==> config.mk <==
export PLATFORM = sky130hd
export DESIGN_NAME = rfdp_top
export DESIGN_NICKNAME = d
export VERILOG_FILES = /design/src/rtl/rfdp_pkg.sv /design/src/rtl/rfdp_regfile.sv /design/src/rtl/rfdp_alu.sv /design/src/rtl/rfdp_shifter.sv /design/src/rtl/rfdp_top.sv
export SDC_FILE = /design/constraint.sdc
export NUM_CORES = 1
export LEC_CHECK = 0
export ABC_AREA = 1
export BUFFER_PORTS_ARGS = -buffer_cell sky130_fd_sc_hd__buf_2
export CELL_PAD_IN_SITES_DETAIL_PLACEMENT = 2
export CELL_PAD_IN_SITES_GLOBAL_PLACEMENT = 2
export CORE_ASPECT_RATIO = 0.5
export CORE_MARGIN = 3
export CORE_UTILIZATION = 36
export DETAILED_ROUTE_END_ITERATION = 7
export HOLD_SLACK_MARGIN = 0.02
export PLACE_DENSITY_LB_ADDON = 0.1
export SYNTH_ARGS = -nofsm -noshare
export SYNTH_HDL_FRONTEND = slang
export SYNTH_SLANG_ARGS = --single-unit
==> constraint.sdc <==
create_clock -name clk -period 4.4 [get_ports clk]
set_input_delay 0.44 -clock clk [delete_from_list [all_inputs] [get_ports clk]]
set_output_delay 0.44 -clock clk [all_outputs]
set_load 0.05 [all_outputs]
==> src/rtl/rfdp_pkg.sv <==
package rfdp_pkg;

    localparam int CW_BITS   = 20;
    localparam int REG_ADDR_W = 3;

    typedef enum logic [2:0] {
        ALU_NOT_A = 3'b000,
        ALU_AND   = 3'b001,
        ALU_XOR   = 3'b010,
        ALU_OR    = 3'b011,
        ALU_DEC_A = 3'b100,
        ALU_ADD   = 3'b101,
        ALU_SUB   = 3'b110,
        ALU_INC_A = 3'b111
    } alu_fn_e;

    typedef enum logic [2:0] {
        SHF_PASS0 = 3'b000,
        SHF_PASS1 = 3'b001,
        SHF_SPARE0 = 3'b010,
        SHF_SPARE1 = 3'b011,
        SHF_SHL   = 3'b100,
        SHF_ROL   = 3'b101,
        SHF_SHR   = 3'b110,
        SHF_ROR   = 3'b111
    } shf_fn_e;

    // Field order is fixed by the control-word layout.
    typedef struct packed {
        logic                  src_ext;
        logic [REG_ADDR_W-1:0] wr_addr;
        logic                  wr_en;
        logic [REG_ADDR_W-1:0] a_addr;
        logic                  a_en;
        logic [REG_ADDR_W-1:0] b_addr;
        logic                  b_en;
        alu_fn_e               alu_fn;
        shf_fn_e               shf_fn;
        logic                  out_en;
    } ctrl_word_t;

endpackage

==> src/rtl/rfdp_regfile.sv <==
module rfdp_regfile #(
    parameter int WIDTH  = 8,
    parameter int ADDR_W = 3,
    parameter int NRD    = 2
) (
    input  logic                        clk,
    input  logic                        rst,
    input  logic                        wr_en,
    input  logic [ADDR_W-1:0]           wr_addr,
    input  logic [WIDTH-1:0]            wr_data,
    input  logic [NRD-1:0]              rd_en,
    input  logic [NRD-1:0][ADDR_W-1:0]  rd_addr,
    output logic [NRD-1:0][WIDTH-1:0]   rd_data
);
    localparam int DEPTH = 2 ** ADDR_W;

    logic [WIDTH-1:0] mem [DEPTH];

    // Storage has no reset; only explicit writes change it.
    always_ff @(posedge clk) begin
        if (wr_en) mem[wr_addr] <= wr_data;
    end

    for (genvar p = 0; p < NRD; p++) begin : g_rd
        always_comb begin
            rd_data[p] = rd_en[p] ? mem[rd_addr[p]] : '0;
        end


        wr_then_rd_chk: assert property (@(posedge clk) disable iff (rst)
            ($past(wr_en) && rd_en[p] && rd_addr[p] == $past(wr_addr))
            |-> rd_data[p] == $past(wr_data));


        rd_off_zero_chk: assert property (@(posedge clk) disable iff (rst)
            !rd_en[p] |-> rd_data[p] == '0);
    end

endmodule

==> src/rtl/rfdp_alu.sv <==
module rfdp_alu
    import rfdp_pkg::*;
#(
    parameter int WIDTH = 8
) (
    input  alu_fn_e           fn,
    input  logic [WIDTH-1:0]  a,
    input  logic [WIDTH-1:0]  b,
    output logic [WIDTH-1:0]  y
);
    localparam logic [WIDTH-1:0] ONE = WIDTH'(1);

    always_comb begin
        unique case (fn)
            ALU_NOT_A: y = ~a;
            ALU_AND:   y = a & b;
            ALU_XOR:   y = a ^ b;
            ALU_OR:    y = a | b;
            ALU_DEC_A: y = a - ONE;
            ALU_ADD:   y = a + b;
            ALU_SUB:   y = a - b;
            ALU_INC_A: y = a + ONE;
            default:   y = '0;
        endcase
    end

    always_comb begin

        if (fn == ALU_ADD) add_inverse_chk: assert (y - b == a);

        if (fn == ALU_NOT_A) not_disjoint_chk: assert ((y & a) == '0);
    end

endmodule

==> src/rtl/rfdp_shifter.sv <==
module rfdp_shifter
    import rfdp_pkg::*;
#(
    parameter int WIDTH = 8
) (
    input  shf_fn_e           fn,
    input  logic [WIDTH-1:0]  d,
    output logic [WIDTH-1:0]  y
);
    always_comb begin
        unique case (fn)
            SHF_SHL: y = {d[WIDTH-2:0], 1'b0};
            SHF_ROL: y = {d[WIDTH-2:0], d[WIDTH-1]};
            SHF_SHR: y = {1'b0, d[WIDTH-1:1]};
            SHF_ROR: y = {d[0], d[WIDTH-1:1]};
            default: y = d;
        endcase
    end

    always_comb begin

        if (fn == SHF_ROL || fn == SHF_ROR)
            rotate_weight_chk: assert ($countones(y) == $countones(d));
    end

endmodule

==> src/rtl/rfdp_top.sv <==
module rfdp_top
    import rfdp_pkg::*;
#(
    parameter int WIDTH = 8
) (
    input  logic               clk,
    input  logic               rst,
    input  logic [19:0]        ctrl,
    input  logic [WIDTH-1:0]   in_data,
    output logic [WIDTH-1:0]   out_data
);
    localparam int NRD = 2;

    ctrl_word_t                      cw;
    logic [NRD-1:0]                  rd_en;
    logic [NRD-1:0][REG_ADDR_W-1:0]  rd_addr;
    logic [NRD-1:0][WIDTH-1:0]       rd_data;
    logic [WIDTH-1:0]                alu_y;
    logic [WIDTH-1:0]                result;
    logic [WIDTH-1:0]                wb_data;
    logic [WIDTH-1:0]                out_q;

    assign cw      = ctrl_word_t'(ctrl);
    assign rd_en   = {cw.b_en, cw.a_en};
    assign rd_addr = {cw.b_addr, cw.a_addr};
    assign wb_data = cw.src_ext ? in_data : result;

    rfdp_regfile #(.WIDTH(WIDTH), .ADDR_W(REG_ADDR_W), .NRD(NRD)) u_rf (
        .clk     (clk),
        .rst     (rst),
        .wr_en   (cw.wr_en),
        .wr_addr (cw.wr_addr),
        .wr_data (wb_data),
        .rd_en   (rd_en),
        .rd_addr (rd_addr),
        .rd_data (rd_data)
    );

    rfdp_alu #(.WIDTH(WIDTH)) u_alu (
        .fn (cw.alu_fn),
        .a  (rd_data[0]),
        .b  (rd_data[1]),
        .y  (alu_y)
    );

    rfdp_shifter #(.WIDTH(WIDTH)) u_shf (
        .fn (cw.shf_fn),
        .d  (alu_y),
        .y  (result)
    );

    always_ff @(posedge clk) begin
        if (rst)            out_q <= '0;
        else if (cw.out_en) out_q <= result;
        else                out_q <= '0;
    end

    assign out_data = out_q;


    out_quiet_chk: assert property (@(posedge clk) disable iff (rst)
        !$past(cw.out_en) |-> out_data == '0);


    out_follow_chk: assert property (@(posedge clk) disable iff (rst)
        ($past(cw.out_en) && !$past(rst)) |-> out_data == $past(result));


    out_reset_chk: assert property (@(posedge clk)
        $past(rst) |-> out_data == '0);

endmodule

# Word level (Yosys, flattened, before mapping)
# Memories as Yosys holds them, arrays and structs flattened.
# Cells that the tools add are included.
# W data, S select, Z words.
# classes
n_eq_ne	11
n_addsub	4
n_reduce_logical	2
bitwise	5
n_mux	7
# op_table
cell	n
$pmux W8 S8	1
$pmux W8 S4	1
$eq A3 B3 Y1 const B	8
$mux W8	3
$add A8 B1 Y8 const B	1
$add A8 B8 Y8	1
$and A8 B8 Y8	1
$not A8 Y8	1
$or A8 B8 Y8	1
$sub A8 B1 Y8 const B	1
$sub A8 B8 Y8	1
$xor A8 B8 Y8	1
$eq A3 B2 Y1 const B	2
$eq A3 B1 Y1 const B	1
$logic_not A3 Y1	1
$mux W1	2
$reduce_or A2 Y1	1
$not A1 Y1	1
# word_totals
ramBits	64
mem_count	1
reg_bits	8
# memory_table
name	depth	word_bits	rd	rd_clocked_by_memory_dff	wr	line	text
u_rf.mem	8	8	2	0	1	rfdp_regfile.sv:17	logic [WIDTH-1:0] mem [DEPTH];

# Logic depth before layout (Yosys ltp)
# An unclocked memory read counts as a cell.
# depth
depth_word	6
depth_mapped	27

# Cells and area by module
# Synthesis repeated with hierarchy kept, for this count alone.
# hier_totals
cells_unflattened	722
area_unflattened_um2	5180.0
# modules_own_cells
mod	n_inst	area_each_um2	cells_each	seq_area_each_um2
rfdp_regfile	1	3583.4	447	1921.8
rfdp_alu	1	1022.2	169	0.0
rfdp_top	1	342.8	52	160.2
rfdp_shifter	1	231.5	54	0.0

# Worst setup path after synthesis
# OpenSTA, ideal clock, no wires.
# synth_timing
path_kind	in2reg
startpoint	in ctrl[9]
endpoint	mem u_rf.mem[0][6] (data pin)
stages	23
arrival_ps	3464
setup_ps	237
slack_ps	699
path_cell_list	buf_2 buf_2 nor2_1 nand2_1 nand3_1 nand2_1 nor2_4 inv_1 ha_1 o22ai_1 o21ai_0 fa_1 nand3_1 nand3_1 a21oi_1 o21bai_1 a21oi_1 o21ai_0 nand3_1 nand2_1 o21ai_0 inv_1 a31oi_1
# synth_via
elab_chain_len	6
# synth_rtl
element	line	text
start, declared	rfdp_top.sv:8	input logic [19:0] ctrl,
$mem_v2 Z8 W8 (*)	--	
$mux W8 (*)	rfdp_regfile.sv:26	rd_data[p] = rd_en[p] ? mem[rd_addr[p]] : '0;
$sub A8 B8 Y8, or another cell as far along	rfdp_alu.sv:21	ALU_SUB: y = a - b;
$pmux W8 S8 (*)	rfdp_alu.sv:14	unique case (fn)
$pmux W8 S4 (*)	rfdp_shifter.sv:11	unique case (fn)
$mux W8 (*)	rfdp_top.sv:26	assign wb_data = cw.src_ext ? in_data : result;
via u_rf.wr_data[6]	rfdp_regfile.sv:10	input logic [WIDTH-1:0] wr_data,
end, declared	rfdp_regfile.sv:17	
# Mark *: on every way through the listed nets, which the timed path passes. The rest lies on a longest branch.

# Final worst setup path
# layout_timing
startpoint	in ctrl[8]
endpoint	mem u_rf.mem[7][4] (data pin)
# The elaborated chain is that of the path after synthesis.

==> reports/results.ini <==
[power_and_ir_drop]
power_density_nw_per_um2=372
p_leak_nw=2.57
sequentialPowerShare_pct=37.5
swShare_pct=30.1
pwr-share-comb_pct=21.2
p_int_mw=1.46
p_total_mw=2.09
power.switching_mw=0.630
peakVddDrop_v=0.000151
power.share.clock_pct=41.3

[synth]
synthesis.nets=676
synth_area_um2=4890
yosysWarnings=0
netlist_instances=621
ys_seq_area_share_pct=42.6
syn_area_per_cell_um2=7.87
synth.distinct_cells=35
synth_seq_cells=72

[sta]
fin_setup_tns_ns=0
finalSetupViolCount=0
fin_crit_ns=4.06
finalCritPeriodShare_pct=92.3
worst_slew_pin_slew_ns=1.11
slew_viol_final=0
hold_viol_final=0
rsz0062_at_grt=false
max_freq_ghz=0.246
finalClockSkew_ns=0.00895
relSlewSlack_pct=26.1

[critical_path]
critPathKind=in2reg
crit_arrival_ns=4.16
cp_cell_sequence=buf_2 > buf_4 > nor2_1 > nor2_1 > nand2_1 > nand3_1 > nand3_2 > ha_1 > o22ai_1 > o21ai_0 > fa_1 > nand3_1 > nand3_1 > a21oi_1 > o21ai_0 > o21ai_0 > a221oi_1 > a21oi_1 > nand2_1 > o211ai_1 > inv_1 > o21ai_2
critPathMaxFanout=22
cp_slowest_stage_delay_ns=0.50
required_ns=4.50
critPathLaunchType=primary input
critPathSlowestCell=fa_1
end_kind=flip-flop

[outcome]
outcome=complete, no violations

[clocking]
clk_root_buffer_cell=clkbuf_16
clk_latency_ns=0.34
cts_tree=done
cts_sinks=72
numCtsBuffers=9
clk_pin_slew_ns=0.06
clockBufferDepth=2
hold_buffers=0
htreeDepth=3

[place]
port_buffers=37
gp_congestion=0.843
dp.final_hpwl_um=13700

[floorplanning]
ios=38
initial_core_util_pct=37.7
die_width_um=171
core-area_um2=13000
dieArea_um2=15100
dieHeight_um=88.4
rows=29

[job]
maxCapViolCount=0

[finish]
final_common_cell=nand2_1
drive_above_1_share_pct=13.9
fin_nets=720
num_antenna_cells=0
final_cell_mix=nand2_1, inv_1, nand3_1
final_util_pct=43.5
area_delta_synth_final_pct=15.2

[drt]
drc=0
first_pass_iters=5
via_per_inst=5.56
wire_per_inst_um=22.3
antenna_left=0
routed_wl_um=18700
drt_iter0_markers=318
via_count=4663

[global_routing]
grt_max_degree=23
grt_pass1_wl_um=28500
grt_overflow_total=0
groute.usage.overall_pct=25.7
grt_pass1_vias=4933
antenna_found_initial=0

[worst_hold_path]
hold_class=in2reg

synthesized netlist by cell type (all sizes together):
| cell | n | area, µm² |
|---|---|---|
| o22ai | 1 | 6.26 |
| dfxtp | 8 | 160 |
| ha | 24 | 300 |
| a21oi | 50 | 250 |
| nor3 | 6 | 30.0 |
| nor2 | 44 | 193 |
| xor2 | 3 | 26.3 |
| o2111ai | 2 | 17.5 |
| o21bai | 1 | 7.51 |
| a211oi | 1 | 7.51 |
| clkinv | 3 | 11.3 |
| clkbuf | 7 | 26.3 |
| a31oi | 3 | 18.8 |
| buf | 17 | 125 |
| fa | 1 | 20.0 |
| nand4 | 1 | 6.26 |
| o211ai | 9 | 67.6 |
| nand3 | 78 | 445 |
| o21a | 1 | 7.51 |
| inv | 101 | 379 |
| nand2 | 130 | 493 |
| a2bb2oi | 1 | 8.76 |
| a221oi | 3 | 26.3 |
| edfxtp | 64 | 1920 |
| o221ai | 6 | 52.6 |
| o21ai | 56 | 280 |
cells by family (layout without fill, tap and decap cells):
logic type                 count (synthesis)  after routing  share of synthesized area (%)
DFF                                       72             72                           42.6
and+or+nand+nor                          259            259                           23.9
AOI/OAI and AO/OA                        134            134                           15.4
adders and majority gates                 25             25                           6.55
xor gates and xnor gates                   3              3                          0.538
buffers and inverters                    128            176                           11.1
final timing paths:
path,startpoint,endpoint,slack (ns),cells past startpoint
worst max-delay path,ctrl[8],u_rf.mem[7][4],0.34,22
worst min-delay path,rst,out_data[1],0.42,4
worst max register to register,u_rf.mem[7][0],u_rf.mem[7][4],0.34,22
worst min register to register,u_rf.mem[3][3],out_data[4],1.21,9
metal layers:
metal  GRT usage, %  part of all wire (%)  vias to the layer above
met4           4.93                  0.55                        0
li1               -                     -                     2176
met5              0                     0                        -
met2           43.3                    47                      118
met1           35.8                    46                     2360
met3           3.79                   6.2                        9
metrics by stage:
| step | hold slack (ns) | setup WS (ns) | area (µm²) | std cells |
|---|---|---|---|---|
| global route | 0.459 | 0.0113 | 5630 | 839 |
| global placement | 0.763 | 0.157 | 5290 | 824 |
| finish | 0.421 | 0.337 | 5630 | 839 |
| floorplan | 0.633 | 0.699 | 4890 | 621 |
| CTS | 0.417 | 0.0871 | 5630 | 839 |
| detailed placement | 0.780 | -0.168 | 5290 | 824 |
worst max-delay path: cells and delay by family:
| family | cells | cell delay [ns] |
|---|---|---|
| compound gates | 9 | 1.55 |
| buf+inv | 3 | 0.60 |
| fa+ha+maj | 2 | 0.83 |
| simple gates | 8 | 0.74 |
state kept, by name, summed over array words and instances (netlist names):
register  cells
u_rf.mem     64
out_data      8
power by group through the flow:
| stage | registers [mW] | clock network (mW) | logic [mW] |
|---|---|---|---|
| finish | 0.786 | 0.865 | 0.443 |
| global route | 0.787 | 0.902 | 0.492 |
| CTS | 0.786 | 0.875 | 0.441 |
| detailed placement | 0.801 | 0 | 0.434 |
| global placement | 0.799 | 0 | 0.418 |
| floorplan | 0.816 | 0 | 0.265 |
cell type report:
class | count | area, µm²
Sequential cell | 72 | 2080
Tap cell | 170 | 213
Clock inverter | 6 | 115
Fill cell | 1484 | 7320
Multi-Input combinational cell | 421 | 2270
Timing Repair Buffer | 57 | 335
Inverter | 104 | 390
Clock buffer | 9 | 225
timing repair:
action | in CTS | in global routing
gates resized for setup | 0 | 2
buffers inserted | 0 | 0
setup endpoints to repair | 0 | 16
(Power assumes the default switching activity.)
